==> src/rtl/useq_pkg.sv <==
package useq_pkg;
   typedef enum logic [1:0] {
      BR_JMP  = 2'b00,
      BR_CALL = 2'b01,
      BR_RET  = 2'b10,
      BR_MAP  = 2'b11
   } br_kind_e;

   typedef enum logic [1:0] {
      SRC_INC = 2'b00,
      SRC_SBR = 2'b01,
      SRC_TGT = 2'b10,
      SRC_MAP = 2'b11
   } src_sel_e;

   typedef enum logic [1:0] {
      CD_ALWAYS = 2'b00,
      CD_IND    = 2'b01,
      CD_NEG    = 2'b10,
      CD_ZERO   = 2'b11
   } cond_sel_e;
endpackage

==> src/rtl/useq_cond_sel.sv <==
module useq_cond_sel
   import useq_pkg::*;
(
   input  logic [1:0] cond_sel,
   input  logic       ind_flag,
   input  logic       acc_neg,
   input  logic       acc_zero,
   output logic       test_bit
);
   logic [3:0] cand;

   assign cand = {acc_zero, acc_neg, ind_flag, 1'b1};

   always_comb begin
      test_bit = cand[cond_sel];
   end
endmodule

==> src/rtl/useq_src_decode.sv <==
module useq_src_decode
   import useq_pkg::*;
#(
   parameter bit USE_EQUATIONS = 1'b1
) (
   input  logic [1:0] br_kind,
   input  logic       test_bit,
   output src_sel_e   src_sel,
   output logic       sbr_load
);
   generate
      if (USE_EQUATIONS) begin : g_eqn
         logic i0, i1, s0, s1;
         assign i0 = br_kind[1];
         assign i1 = br_kind[0];
         assign s0 = i0;
         assign s1 = (i0 & i1) | (~i0 & test_bit);
         assign sbr_load = ~i0 & i1 & test_bit;
         assign src_sel = src_sel_e'({s1, s0});
      end else begin : g_case
         always_comb begin
            src_sel  = SRC_INC;
            sbr_load = 1'b0;
            unique case (br_kind_e'(br_kind))
               BR_JMP:  src_sel = test_bit ? SRC_TGT : SRC_INC;
               BR_CALL: begin
                  src_sel  = test_bit ? SRC_TGT : SRC_INC;
                  sbr_load = test_bit;
               end
               BR_RET:  src_sel = SRC_SBR;
               BR_MAP:  src_sel = SRC_MAP;
               default: src_sel = SRC_INC;
            endcase
         end
      end
   endgenerate
endmodule

==> src/rtl/useq_addr_mux.sv <==
module useq_addr_mux
   import useq_pkg::*;
#(
   parameter int ADDR_W  = 7,
   parameter int OPC_W   = 4,
   parameter int MAP_LSB = 2
) (
   input  src_sel_e            src_sel,
   input  logic [ADDR_W-1:0]   car_q,
   input  logic [ADDR_W-1:0]   sbr_q,
   input  logic [ADDR_W-1:0]   tgt_addr,
   input  logic [OPC_W-1:0]    opcode,
   output logic [ADDR_W-1:0]   inc_addr,
   output logic [ADDR_W-1:0]   nxt_addr
);
   localparam int MAP_MSB = MAP_LSB + OPC_W - 1;

   logic [ADDR_W-1:0] map_addr;

   assign inc_addr = car_q + ADDR_W'(1);

   generate
      for (genvar b = 0; b < ADDR_W; b++) begin : g_map
         if (b >= MAP_LSB && b <= MAP_MSB) begin : g_opc
            assign map_addr[b] = opcode[b - MAP_LSB];
         end else begin : g_zero
            assign map_addr[b] = 1'b0;
         end
      end
   endgenerate

   always_comb begin
      unique case (src_sel)
         SRC_INC: nxt_addr = inc_addr;
         SRC_SBR: nxt_addr = sbr_q;
         SRC_TGT: nxt_addr = tgt_addr;
         SRC_MAP: nxt_addr = map_addr;
         default: nxt_addr = inc_addr;
      endcase
   end
endmodule

==> src/rtl/useq_next_addr.sv <==
module useq_next_addr
   import useq_pkg::*;
#(
   parameter int ADDR_W        = 7,
   parameter int OPC_W         = 4,
   parameter int MAP_LSB       = 2,
   parameter int RESET_ADDR    = 64,
   parameter bit USE_EQUATIONS = 1'b1
) (
   input  logic              clk,
   input  logic              rst,
   input  logic [1:0]        cond_sel,
   input  logic [1:0]        br_kind,
   input  logic [ADDR_W-1:0] tgt_addr,
   input  logic              ind_flag,
   input  logic              acc_neg,
   input  logic              acc_zero,
   input  logic [OPC_W-1:0]  opcode,
   output logic [ADDR_W-1:0] car
);
   localparam int ADDR_SPAN = 1 << ADDR_W;
   localparam logic [ADDR_W-1:0] RST_CAR = ADDR_W'(RESET_ADDR);

   generate
      if (MAP_LSB + OPC_W > ADDR_W) begin : g_bad_map
         $error("opcode field does not fit in the control address");
      end
      if (RESET_ADDR < 0 || RESET_ADDR >= ADDR_SPAN) begin : g_bad_rst
         $error("reset address outside the control store");
      end
      if (ADDR_W < 2 || OPC_W < 1) begin : g_bad_w
         $error("address or opcode width too small");
      end
   endgenerate

   logic              test_bit;
   src_sel_e          src_sel;
   logic              sbr_load;
   logic [ADDR_W-1:0] car_q;
   logic [ADDR_W-1:0] sbr_q;
   logic [ADDR_W-1:0] inc_addr;
   logic [ADDR_W-1:0] nxt_addr;

   useq_cond_sel u_cond (
      .cond_sel (cond_sel),
      .ind_flag (ind_flag),
      .acc_neg  (acc_neg),
      .acc_zero (acc_zero),
      .test_bit (test_bit)
   );

   useq_src_decode #(
      .USE_EQUATIONS (USE_EQUATIONS)
   ) u_dec (
      .br_kind  (br_kind),
      .test_bit (test_bit),
      .src_sel  (src_sel),
      .sbr_load (sbr_load)
   );

   useq_addr_mux #(
      .ADDR_W  (ADDR_W),
      .OPC_W   (OPC_W),
      .MAP_LSB (MAP_LSB)
   ) u_mux (
      .src_sel  (src_sel),
      .car_q    (car_q),
      .sbr_q    (sbr_q),
      .tgt_addr (tgt_addr),
      .opcode   (opcode),
      .inc_addr (inc_addr),
      .nxt_addr (nxt_addr)
   );

   always_ff @(posedge clk) begin
      if (rst) begin
         car_q <= RST_CAR;
         sbr_q <= '0;
      end else begin
         car_q <= nxt_addr;
         if (sbr_load) begin
            sbr_q <= inc_addr;
         end
      end
   end

   assign car = car_q;
endmodule

==> config.mk <==
export PLATFORM = sky130hd
export DESIGN_NAME = useq_next_addr
export DESIGN_NICKNAME = d
export VERILOG_FILES = /design/src/rtl/useq_pkg.sv /design/src/rtl/useq_cond_sel.sv /design/src/rtl/useq_src_decode.sv /design/src/rtl/useq_addr_mux.sv /design/src/rtl/useq_next_addr.sv
export SDC_FILE = /design/constraint.sdc
export NUM_CORES = 1
export LEC_CHECK = 0
export ABC_AREA = 1
export ABC_CLOCK_PERIOD_IN_PS = 1500
export BUFFER_PORTS_ARGS = -buffer_cell sky130_fd_sc_hd__buf_4
export CAP_MARGIN = 5
export CORE_AREA = 2 2 51 48
export CTS_CLUSTER_SIZE = 40
export DETAILED_ROUTE_END_ITERATION = 6
export DIE_AREA = 0 0 53 50
export HOLD_SLACK_MARGIN = 0.02
export PLACE_DENSITY = 0.7
export SLEW_MARGIN = 20
export SYNTH_ARGS = -nofsm -noshare
export SYNTH_HDL_FRONTEND = slang
export SYNTH_HIERARCHICAL = 1
export SYNTH_SLANG_ARGS = --single-unit
export TNS_END_PERCENT = 100
==> constraint.sdc <==
create_clock -name clk -period 1.5 [get_ports clk]
set_clock_uncertainty 0.05 [all_clocks]
set_input_delay 0.3 -clock clk [delete_from_list [all_inputs] [get_ports clk]]
set_output_delay 0.3 -clock clk [all_outputs]
set_load 0.1 [all_outputs]
==> reports/qor.csv <==
stage;metric;value;unit
status;outcome;finished clean;
detailed_routing;Routed Antenna Nets;0;
floorplan;Core Area;2100;um2
global_route;vias in the first global route;889;
worst_setup_path;Crit Path Max Fanout;5;
synth;Post-synth EDFFs;0;
worst_setup_path;R2R depth;8;
worst_setup_path;R2R Setup Slk;0.23;ns
power;P_leak;0.660;nW
synth;most common cell in the synthesized netlist;nand2_1;
worst_setup_path;r2r endpoint;sbr_q[6]$_SDFFE_PP0P_;
power;Power, Total;0.000984;W
synth;ys async rst share;0;
power;Comb pwr share;0.349;
global_route;largest net degree at the start of global routing;15;
synth;Cells after Synth;157;
finish;fin nets;211;
floorplan;effective utilization at floorplan;0.430;
power;Flop pwr share;0.430;
sta;final hold viol count;0;
worst_setup_path;origin of the critical flop-to-flop path;car[0]$_SDFF_PP0_;
worst_setup_path;CP endpoint kind;flop;
synth;syn_area_per_cell;5.75;um2
synth;area leader, netlist;dfxtp_1;
floorplan;Die Ht;50;um
placement;pre-CTS setup slack;-0.167;ns
power;switch share;0.369;
sta;final setup vio count;0;
clock_network;H-tree depth;1;
synth;synth unique cells;19;
global_route;global-route wire length before repair;3.48;mm
sta;hold slack;0.195;ns
sta;RSZ-0062 raised after global routing;false;
worst_hold_path;hold worst-path end;car[0]$_SDFF_PP0_;
synth;Post-Syn Nets;178;
run;Max-Cap Viols;0;
worst_setup_path;worst path required time;1.62;ns
global_route;initial antenna violation count;0;
worst_setup_path;Crit path arrival time;1.46;ns
detailed_routing;initial drt markers;18;
clock_network;# resized after CTS;0;
clock_network;Clock Latency Late Sink;0.28;ns
power;Sw Pwr;0.000363;W
synth;Ys Warns;6;
detailed_routing;Vias;942;
sta;Worst Tran Pin Value;0.278;ns
global_route;total global-route track usage;0.174;
global_route;gr ovfl total;0;
detailed_routing;Vias/cell;4.36;
floorplan;Die Footprint;2650;um2
sta;worst setup margin;0.161;ns
clock_network;clock sinks;14;
detailed_routing;DRT Pass-1 Iters;4;
worst_hold_path;Hold Crit Class;input pin to flop;
clock_network;clock-pin slew reported for the worst setup and hold paths after clock tree synthesis;0.08;ns
clock_network;clk buf depth;2;
clock_network;postcts setup bufs;0;
placement;port bufs;26;
placement;Final HPWL DP;1.70;mm
synth;sequential area share after synthesis;0.310;
power;total internal power;0.000621;W
synth;Synth top area share;0.310;
sta;Achievable Freq;747;MHz
worst_hold_path;hold path cells;2;
synth;synthesized cell area;903;um2
power;Peak supply drop;0.000602;V
detailed_routing;WL final;2.06;mm
floorplan;# rows;16;
floorplan;DIE WIDTH;53;um
power;clock power share;0.221;
placement;Placer Congestion;0.850;
synth;Synth top cells by count;46 x nand2_1, 34 x inv_1, 31 x nor2_1;
clock_network;CTS buffer count;3;
clock_network;Root Buffer;clkbuf_4;
synth;Synth area leaders;dfxtp_1 31%, nand2_1 19%, inv_1 14%;
sta;Rel. slew slack;0.816;
floorplan;Ports;27;
sta;Slew Viols, Final;0;
detailed_routing;Post-route DRC;0;
worst_hold_path;HP Start;rst;
detailed_routing;drt wl/cell;9.56;um
power;power density over the cells;807;nW/um2
finish;ANT cells;0;
finish;Synth-to-Final Area Change;34.9;%
clock_network;Hold Buf Count CTS;0;
synth;Synth Flop Type;dfxtp_1;
sta;crit share post-route;0.893;
sta;final worst path period need;1.34;ns
worst_setup_path;Setup Crit Path Kind;input pin to flop;
finish;share of cells above drive strength 1;0.265;
worst_setup_path;CP Launch Type;input pin;
synth;Yosys reg bits;14;
clock_network;CTS tree;built;
[per-stage QoR]
step / setup TNS, ns / instance area, um2 / util / std cells
2_1_floorplan: 0 / 930 / - / 157
3_3_place_gp: -0.461 / 1180 / 0.564 / 212
3_5_place_dp: -0.715 / 1180 / 0.564 / 212
4_1_cts: 0 / 1210 / 0.576 / 216
5_1_grt: 0 / 1220 / 0.580 / 216
6_report: 0 / 1220 / 0.580 / 216
[layer usage]
metal | track usage | part of all wire | up-vias
met4 | 0.0214 | 0 | 0
met3 | 0.0576 | 0.041 | 0
met5 | 0 | 0 | -
met2 | 0.310 | 0.51 | 13
met1 | 0.205 | 0.45 | 413
li1 | - | - | 516
[critical path, stage by stage]
cell,delay [ns]
buf_4,0.11
o21bai_2,0.17
nand2_1,0.08
nand2_2,0.07
nand2_2,0.09
inv_1,0.04
nand2_1,0.11
inv_1,0.09
nand2_1,0.06
nand2_1,0.05
inv_1,0.05
nand2_1,0.04
or2_1,0.19
[cell usage in the layout (no fill, tap or decap)]
cell	Yosys	layout
buf_4	2	31
nor3_1	2	1
dfxtp_4	0	2
nand4_1	1	1
clkinv_1	0	1
clkbuf_4	0	3
or2_1	1	1
xor2_1	3	3
o21bai_2	1	1
nor3_2	0	1
dfxtp_1	14	7
nand3_1	11	11
nand2_2	1	2
nor2_2	1	1
inv_1	34	34
inv_2	2	2
nand2_1	46	45
dfxtp_2	0	5
and2_1	2	2
nor2_1	31	31
ha_4	0	1
buf_12	0	1
o21bai_1	2	2
[how the worst max path moves through the flow]
stage / start / to / slack (ns) / depth (start not counted)
finish: cond_sel[1] / car[6]$_SDFF_PP1_ / 0.16 / 13
global route: cond_sel[1] / car[6]$_SDFF_PP1_ / 0.04 / 13
CTS: cond_sel[1] / car[6]$_SDFF_PP1_ / 0.14 / 13
detailed placement: cond_sel[1] / car[6]$_SDFF_PP1_ / -0.17 / 13
global placement: cond_sel[1] / car[6]$_SDFF_PP1_ / -0.16 / 13
floorplan: cond_sel[1] / car[6]$_SDFF_PP1_ / 0.02 / 13
[area by class of cell]
cell class,instances,area (um2)
fill,219,883
multi-input combinational,103,477
sequential,14,294
timing repair buffer,32,253
inverter,36,135
tap,27,33.8
clock buffer,3,22.5
clock inverter,1,3.75
[cell families (layout without fill, tap and decap cells)]
| family | Yosys count | after routing | share of synthesized area |
|---|---|---|---|
| AOI/OAI and AO/OA | 3 | 3 | 0.0291 |
| xor gates and xnor gates | 3 | 3 | 0.0291 |
| adders and majority gates | 1 | 1 | 0.0138 |
| buffers and inverters | 40 | 72 | 0.184 |
| DFF | 14 | 14 | 0.310 |
| and+or+nand+nor | 96 | 96 | 0.434 |
[state kept, by name, summed over array words and instances (netlist names)]
| signal | count |
|---|---|
| sbr_q | 7 |
| car | 7 |
[power groups by stage]
| stage | sequential (W) | combinational (W) | clock [W] |
|---|---|---|---|
| detailed placement | 0.000432 | 0.000342 | 0 |
| CTS | 0.000423 | 0.000342 | 0.000232 |
| global route | 0.000426 | 0.000375 | 0.000251 |
| floorplan | 0.000533 | 0.000136 | 0 |
| global placement | 0.000430 | 0.000337 | 0 |
| finish | 0.000423 | 0.000343 | 0.000218 |
Power figures use the tool's default switching activity.
